File: config.mk
export PLATFORM = sky130hd
export DESIGN_NAME = cmix_column_xform
export DESIGN_NICKNAME = d
export VERILOG_FILES = /design/src/rtl/cmix_pkg.sv /design/src/rtl/cmix_pow_table.sv /design/src/rtl/cmix_dot_row.sv /design/src/rtl/cmix_column_xform.sv
export SDC_FILE = /design/constraint.sdc
export NUM_CORES = 2
export LEC_CHECK = 0
export BUFFER_PORTS_ARGS = -buffer_cell sky130_fd_sc_hd__buf_2
export CORE_UTILIZATION = 60
export DETAILED_ROUTE_END_ITERATION = 8
export PLACE_DENSITY = 0.78
export SYNTH_ARGS = -nofsm -noshare
export SYNTH_HDL_FRONTEND = slang
export SYNTH_SLANG_ARGS = --single-unit
File: constraint.sdc
create_clock -name clk -period 3.1 [get_ports clk]
set_clock_uncertainty 0.15 [all_clocks]
set_input_delay 0.775 -clock clk [delete_from_list [all_inputs] [get_ports clk]]
set_output_delay 0.775 -clock clk [all_outputs]
set_load 0.02 [all_outputs]
File: src/rtl/cmix_pkg.sv
package cmix_pkg;
  localparam int CM_BW = 8;
  localparam int CM_NB = 4;
  localparam int CM_CW = CM_BW * CM_NB;

  typedef logic [CM_BW-1:0] byte_t;
  typedef byte_t [CM_BW-1:0] pow_row_t;

  // one doubling step in GF(2^8) under the supplied low polynomial byte
  function automatic byte_t gf_xtime(input byte_t v, input byte_t red);
    byte_t sh;
    sh = {v[CM_BW-2:0], 1'b0};
    return v[CM_BW-1] ? (sh ^ red) : sh;
  endfunction

  // product by b, given the powers p[k] = a * x^k
  function automatic byte_t gf_pick(input pow_row_t p, input byte_t b);
    byte_t acc;
    acc = '0;
    for (int k = 0; k < CM_BW; k++) begin
      if (b[k]) acc = acc ^ p[k];
    end
    return acc;
  endfunction
endpackage

File: src/rtl/cmix_pow_table.sv
module cmix_pow_table
  import cmix_pkg::*;
(
  input  logic     clk,
  input  logic     rst_n,
  input  byte_t    coef_i,
  input  byte_t    red_i,
  output pow_row_t pow_q
);
  pow_row_t chain;

  assign chain[0] = coef_i;
  for (genvar k = 1; k < CM_BW; k++) begin : g_step
    assign chain[k] = gf_xtime(chain[k-1], red_i);
  end

  always_ff @(posedge clk or negedge rst_n) begin
    if (!rst_n) pow_q <= '0;
    else        pow_q <= chain;
  end

  AST_ZERO_COEF: assert property (@(posedge clk) disable iff (!rst_n)
    coef_i == '0 |=> pow_q == '0);
endmodule

File: src/rtl/cmix_dot_row.sv
module cmix_dot_row
  import cmix_pkg::*;
#(
  parameter int ROW = 0
)(
  input  pow_row_t [CM_NB-1:0] tbl_i,
  input  byte_t    [CM_NB-1:0] col_i,
  output byte_t                byte_o
);
  byte_t [CM_NB-1:0] term;

  for (genvar j = 0; j < CM_NB; j++) begin : g_term
    localparam int CIDX = (j - ROW + CM_NB) % CM_NB;
    assign term[j] = gf_pick(tbl_i[CIDX], col_i[j]);
  end

  always_comb begin
    byte_o = '0;
    for (int j = 0; j < CM_NB; j++) byte_o = byte_o ^ term[j];
  end
endmodule

File: src/rtl/cmix_column_xform.sv
module cmix_column_xform
  import cmix_pkg::*;
(
  input  logic             clk,
  input  logic             rst_n,
  input  logic             in_valid,
  input  logic             dir_inv,
  input  logic [CM_CW-1:0] col_i,
  input  logic [CM_CW-1:0] fwd_row,
  input  logic [CM_CW-1:0] inv_row,
  input  logic [CM_BW-1:0] red_poly,
  output logic             out_valid,
  output logic [CM_CW-1:0] col_o
);
  byte_t    [CM_NB-1:0] row_sel;
  pow_row_t [CM_NB-1:0] tbl;
  logic                 s1_valid;
  byte_t    [CM_NB-1:0] s1_col;
  byte_t    [CM_NB-1:0] mix_col;

  // one shared set of tables serves both directions
  assign row_sel = dir_inv ? inv_row : fwd_row;

  for (genvar c = 0; c < CM_NB; c++) begin : g_tbl
    cmix_pow_table u_tbl (
      .clk    (clk),
      .rst_n  (rst_n),
      .coef_i (row_sel[c]),
      .red_i  (red_poly),
      .pow_q  (tbl[c])
    );
  end

  always_ff @(posedge clk or negedge rst_n) begin
    if (!rst_n) begin
      s1_valid <= 1'b0;
      s1_col   <= '0;
    end else begin
      s1_valid <= in_valid;
      if (in_valid) s1_col <= col_i;
    end
  end

  for (genvar r = 0; r < CM_NB; r++) begin : g_row
    cmix_dot_row #(.ROW(r)) u_row (
      .tbl_i  (tbl),
      .col_i  (s1_col),
      .byte_o (mix_col[r])
    );
  end

  always_ff @(posedge clk or negedge rst_n) begin
    if (!rst_n) begin
      out_valid <= 1'b0;
      col_o     <= '0;
    end else begin
      out_valid <= s1_valid;
      if (s1_valid) col_o <= mix_col;
    end
  end

  AST_ACCEPT_STAGE: assert property (@(posedge clk) disable iff (!rst_n)
    in_valid |=> s1_valid);
  AST_RESULT_STAGE: assert property (@(posedge clk) disable iff (!rst_n)
    s1_valid |=> out_valid);
  AST_HOLD_IDLE: assert property (@(posedge clk) disable iff (!rst_n)
    !s1_valid |=> $stable(col_o));
  AST_ZERO_COLUMN: assert property (@(posedge clk) disable iff (!rst_n)
    (s1_valid && s1_col == '0) |=> col_o == '0);
endmodule

After elaboration in Yosys (flattened, before gate mapping)
Index checks and enable logic that the tools add are counted.
Cells by class
  shifts and indexed selects: 0
  bitwise gates (word level): 152
  reduce and logical (&&, ||, !) cells: 0
  multiply operators: 0
  add/subtract/negate cells: 0
  equal/unequal tests: 0
  $lt $le $gt $ge: 0
  muxes and demuxes: 157
  divide/modulo/power cells: 0
Operators with widths (number)
  8-bit two-way mux: 156
  8-bit XOR: 152
  32-bit two-way mux: 1
Storage, ports and cells
  latch bits: 0
  memory bits (read-only): 0
  memory bits (writable): 0
  memories: 0
  bits of input ports: 108
  bits in registers: 322

Depth between registers and ports, before layout
  depth in word-level cells: 18
  mapped depth: 17

Modules after synthesis
From an unflattened synthesis, not the netlist that was laid out.
Unflattened totals
  cell total of the unflattened synthesis: 3510
  area total of the unflattened synthesis: 30010.0 sq um
By module, submodules not included
  cmix_dot_row: area an instance 3449.6 sq um, times used 4, cells an instance 536
  cmix_pow_table: area an instance 3231.8 sq um, times used 4, cells an instance 298
  cmix_column_xform: area an instance 3284.4 sq um, times used 1, cells an instance 174

Worst setup path before layout
No wires, ideal clock.
  path type: input -> register
  start: input fwd_row[7]
  end: register g_tbl[0].u_tbl.pow_q[56] (netlist name)
  stages: 12
  arrival time: 3.480 ns
  required time: 2.831 ns
  path buffers: 1
  path slack: -0.649 ns
  setup time: 0.119 ns
  path through: clkbuf_1 -> a211oi_2 -> a21oi_2 -> nand2_2 -> inv_2 -> a22o_2 -> or4_4 -> nand2_8 -> mux2_2 -> a21oi_2 -> xnor3_2 -> and2_1
RTL lines
  from (decl): RTL line cmix_column_xform.sv:9  | input logic [CM_CW-1:0] fwd_row,
  to (signal assigned): RTL line cmix_pow_table.sv:19  | else pow_q <= chain;
  to (decl): RTL line cmix_pow_table.sv:8  | output pow_row_t pow_q

==> impl_results.md <==
- Status: finished, violations left
- Failing checks: setup timing
- First-pass GRT wire length: 180 mm
- Post-synthesis cell count: 3690
- Final net count: approximately 4300
- Worst Path Required: 3.46 ns
- Fin util: 0.783
- Die Y: approximately 220 um
- Post-synth top flop: dfrtp_1
- Detail Route Antenna Nets: 0
- Leakage: 0.0158 uW
- Synth top area share: 0.274
- Num ports: ~140
- Port-buffer cells: 140
- Share of layout cells above drive strength 1: 0.271
- CP max stage cell: or4_4
- YS warnings: 0
- Top cells by area, synth: dfrtp_1 (27%), xnor2_1 (25%), nand2_1 (15%)
- Setup slack after placement: -1.01 ns
- Crit-path max cell delay: 0.53 ns
- CP top delay family: simple AND/OR/NAND/NOR gates
- R2R depth: 8
- Post-CTS Hold Fix Bufs: 0
- Largest net degree at the start of global routing: 75
- GRT Overall Usage: 0.487
- Drt total wl: around 120 mm
- Setup WS post-layout: -0.243 ns
- Post-synth ARST share: 1.00
- H-tree depth: 2
- Maximum clock path buffer count: 3
- Vias in the first global route: 29100
- Most frequent CP cell: buf_12
- Post-Syn Area: 29400 um2
- Clk_lat worst skew: between 0.5 and 0.6 ns
- Die W: 223 um
- CP endpoint kind: flop
- Vias post-DR: between 30000 and 40000
- RD Place Congestion: between 1 and 1.5
- Fmax: 299 MHz
- Slew Viols, Final: 0
- Initial antenna violation count: 8
- Synth Register Bits: around 320
- Worst-Margin Slew: ~1.1 ns
- Power per cell area: about 950 nW/um2
- Unrepaired setup endpoints after global routing: true
- Hold_ws: roughly 0.026 ns
- Avg Cell Area, Syn: 7.96 um2
- Most common cell after layout, fill and taps aside: nand2_1
- Clock transition at path regs: approximately 0.07 ns
- Cell row count: 80
- CTS root buf: clkbuf_16
- Filler cell count in the final layout: approximately 3200
- Cell taking the most area after synthesis: dfrtp_1
- CTS tree: done
- Rel. slew slack: 0.239
- CP arrival: 3.71 ns
- Drt drc: 0
- Final setup fails: just over 70
- Area Overhead vs Synth: 28.1%
- Die Footprint: between 40000 and 50000 um2
- CP Depth: 15
- Critical-path maximum fanout: 8
- Max Cap Viol: 0
- Min-Delay Path Class: in2async
- GRT Residual Overflow: 0
- Final min period: 3.34 ns
- Synth cell types: 86
- Vias per inst: between 6 and 7
- Starting density of the core: 0.611
- DRT Pass-1 Iters: 9
- Crit Path Class: in2reg
- Critical path launch point type: input pin
- # clock sinks: between 300 and 400
- Post-synth EDFFs: 0
- Final Hold Vio Count: 0
- Core Region: 48000 um2
- Commonest non-fill, non-tap cells in the layout: nand2_1 (1132), xnor2_1 (810), buf_4 (450), dfrtp_1 (321), xor2_1 (284)
- Post-synth net total: 3798
- Peak VDD IR: 0.000693 V
- Crit path buffers/inverters: 4
- DP HPWL: 88.2 mm
- Routed WL per cell: between 20 and 30 um
- Final period util: 1.08
- Seq/Total Area, Yosys: 0.274
- Initial drt markers: approximately 4400
- Crit-path cells: buf_12 -> buf_12 -> a211oi_4 -> a21o_1 -> a211oi_2 -> a22o_1 -> or4_4 -> nand2_8 -> buf_12 -> inv_8 -> xnor3_1 -> nor2_2 -> xnor3_2 -> nand2_1 -> xnor2_1
- Cts bufs inserted: 37
==> what timing repair did <==
action | in CTS | in global routing
gates resized for setup | 188 | 122
gates cloned | 5 | 0
buffers inserted | 40 | 28
endpoints found under the setup margin | 92 | 84
pin swaps | 105 | 62
==> final timing paths <==
| kind | slack (ns) | from | to |
|---|---|---|---|
| max | -0.24 | red_poly[7] | g_tbl[1].u_tbl.pow_q[58] |
| min | 0.03 | rst_n | col_o[28] |
| max reg2reg | 0.50 | s1_col[29] | col_o[30] |
| min reg2reg | 0.37 | col_o[0] | col_o[0] |
| max in group asynchronous | 1.97 | rst_n | g_tbl[2].u_tbl.pow_q[6] |
| min in group clk | 0.27 | col_i[3] | s1_col[3] |
==> sequential cells by signal (all words and copies together) (netlist names) <==
name	cells
s1_col	32
col_o	32
out_valid	1
g_tbl.u_tbl.pow_q	256
s1_valid	1
==> synth_stat cells (33+ instances only) <==
cell	n
xnor2_1	847
nor2_1	73
xor2_1	284
nor3_1	33
dfrtp_1	322
a21oi_1	124
nand2_1	1154
nand3_1	51
clkbuf_1	183
mux2_2	70
o21ai_0	57
inv_1	49
==> per-stage QoR <==
step	TNS (ns)	power, uW	std cells	cell area (um2)
after detailed placement	-88.41	29000	4682	34200
after global routing	-13.48	37000	4814	37600
after global placement	-84.42	28600	4682	34200
final	-8.32	35700	4819	37600
after CTS	-3.85	34500	4793	36900
after floorplan	-34.12	22300	3690	29600
==> power breakdown <==
group / internal (uW) / total, uW / switching (uW)
clock network: 2830 / 4820 / 1980
logic: 11000 / 23400 / 12500
registers: 5440 / 7410 / 1980
==> metal layers <==
layer	share of wire	track usage	wire length, um	vias up
li1	-	-	-	12700
met1	0.35	0.591	42500	14100
met2	0.41	0.709	50600	2593
met3	0.15	0.153	18000	832
met4	0.097	0.400	12000	4
met5	0.00024	0	30	-
==> worst reg2reg max path, cell delays in order (launching register included) <==
cell and delay, ns:
dfrtp_1 0.54, buf_12 0.21, nand2_1 0.08, xor2_1 0.17, xnor2_1 0.26, xnor2_1 0.14, xnor2_1 0.15, xnor2_1 0.58
a21oi_1 0.16
==> logic make-up after synthesis <==
kind of cell    Yosys count  share of synthesized area
mux                      79                     0.0307
buf+inv                 307                     0.0449
simple gates           1431                      0.203
xor+xnor               1157                      0.354
compound gates          394                     0.0927
flops                   322                      0.274
==> layout make-up <==
type / instances / area (um2) / share of cell area
multi-input cells: 3061 / 21400 / 0.569
flip-flops and latches: 322 / 8060 / 0.214
repair buffers: 685 / 5780 / 0.154
clock buffers: 46 / 1040 / 0.0277
well taps: 615 / 769 / 0.0205
inverters: 64 / 285 / 0.00758
clock inverters: 21 / 280 / 0.00745
diodes: 5 / 12.5 / 0.000333
(Power assumes the default switching activity.)
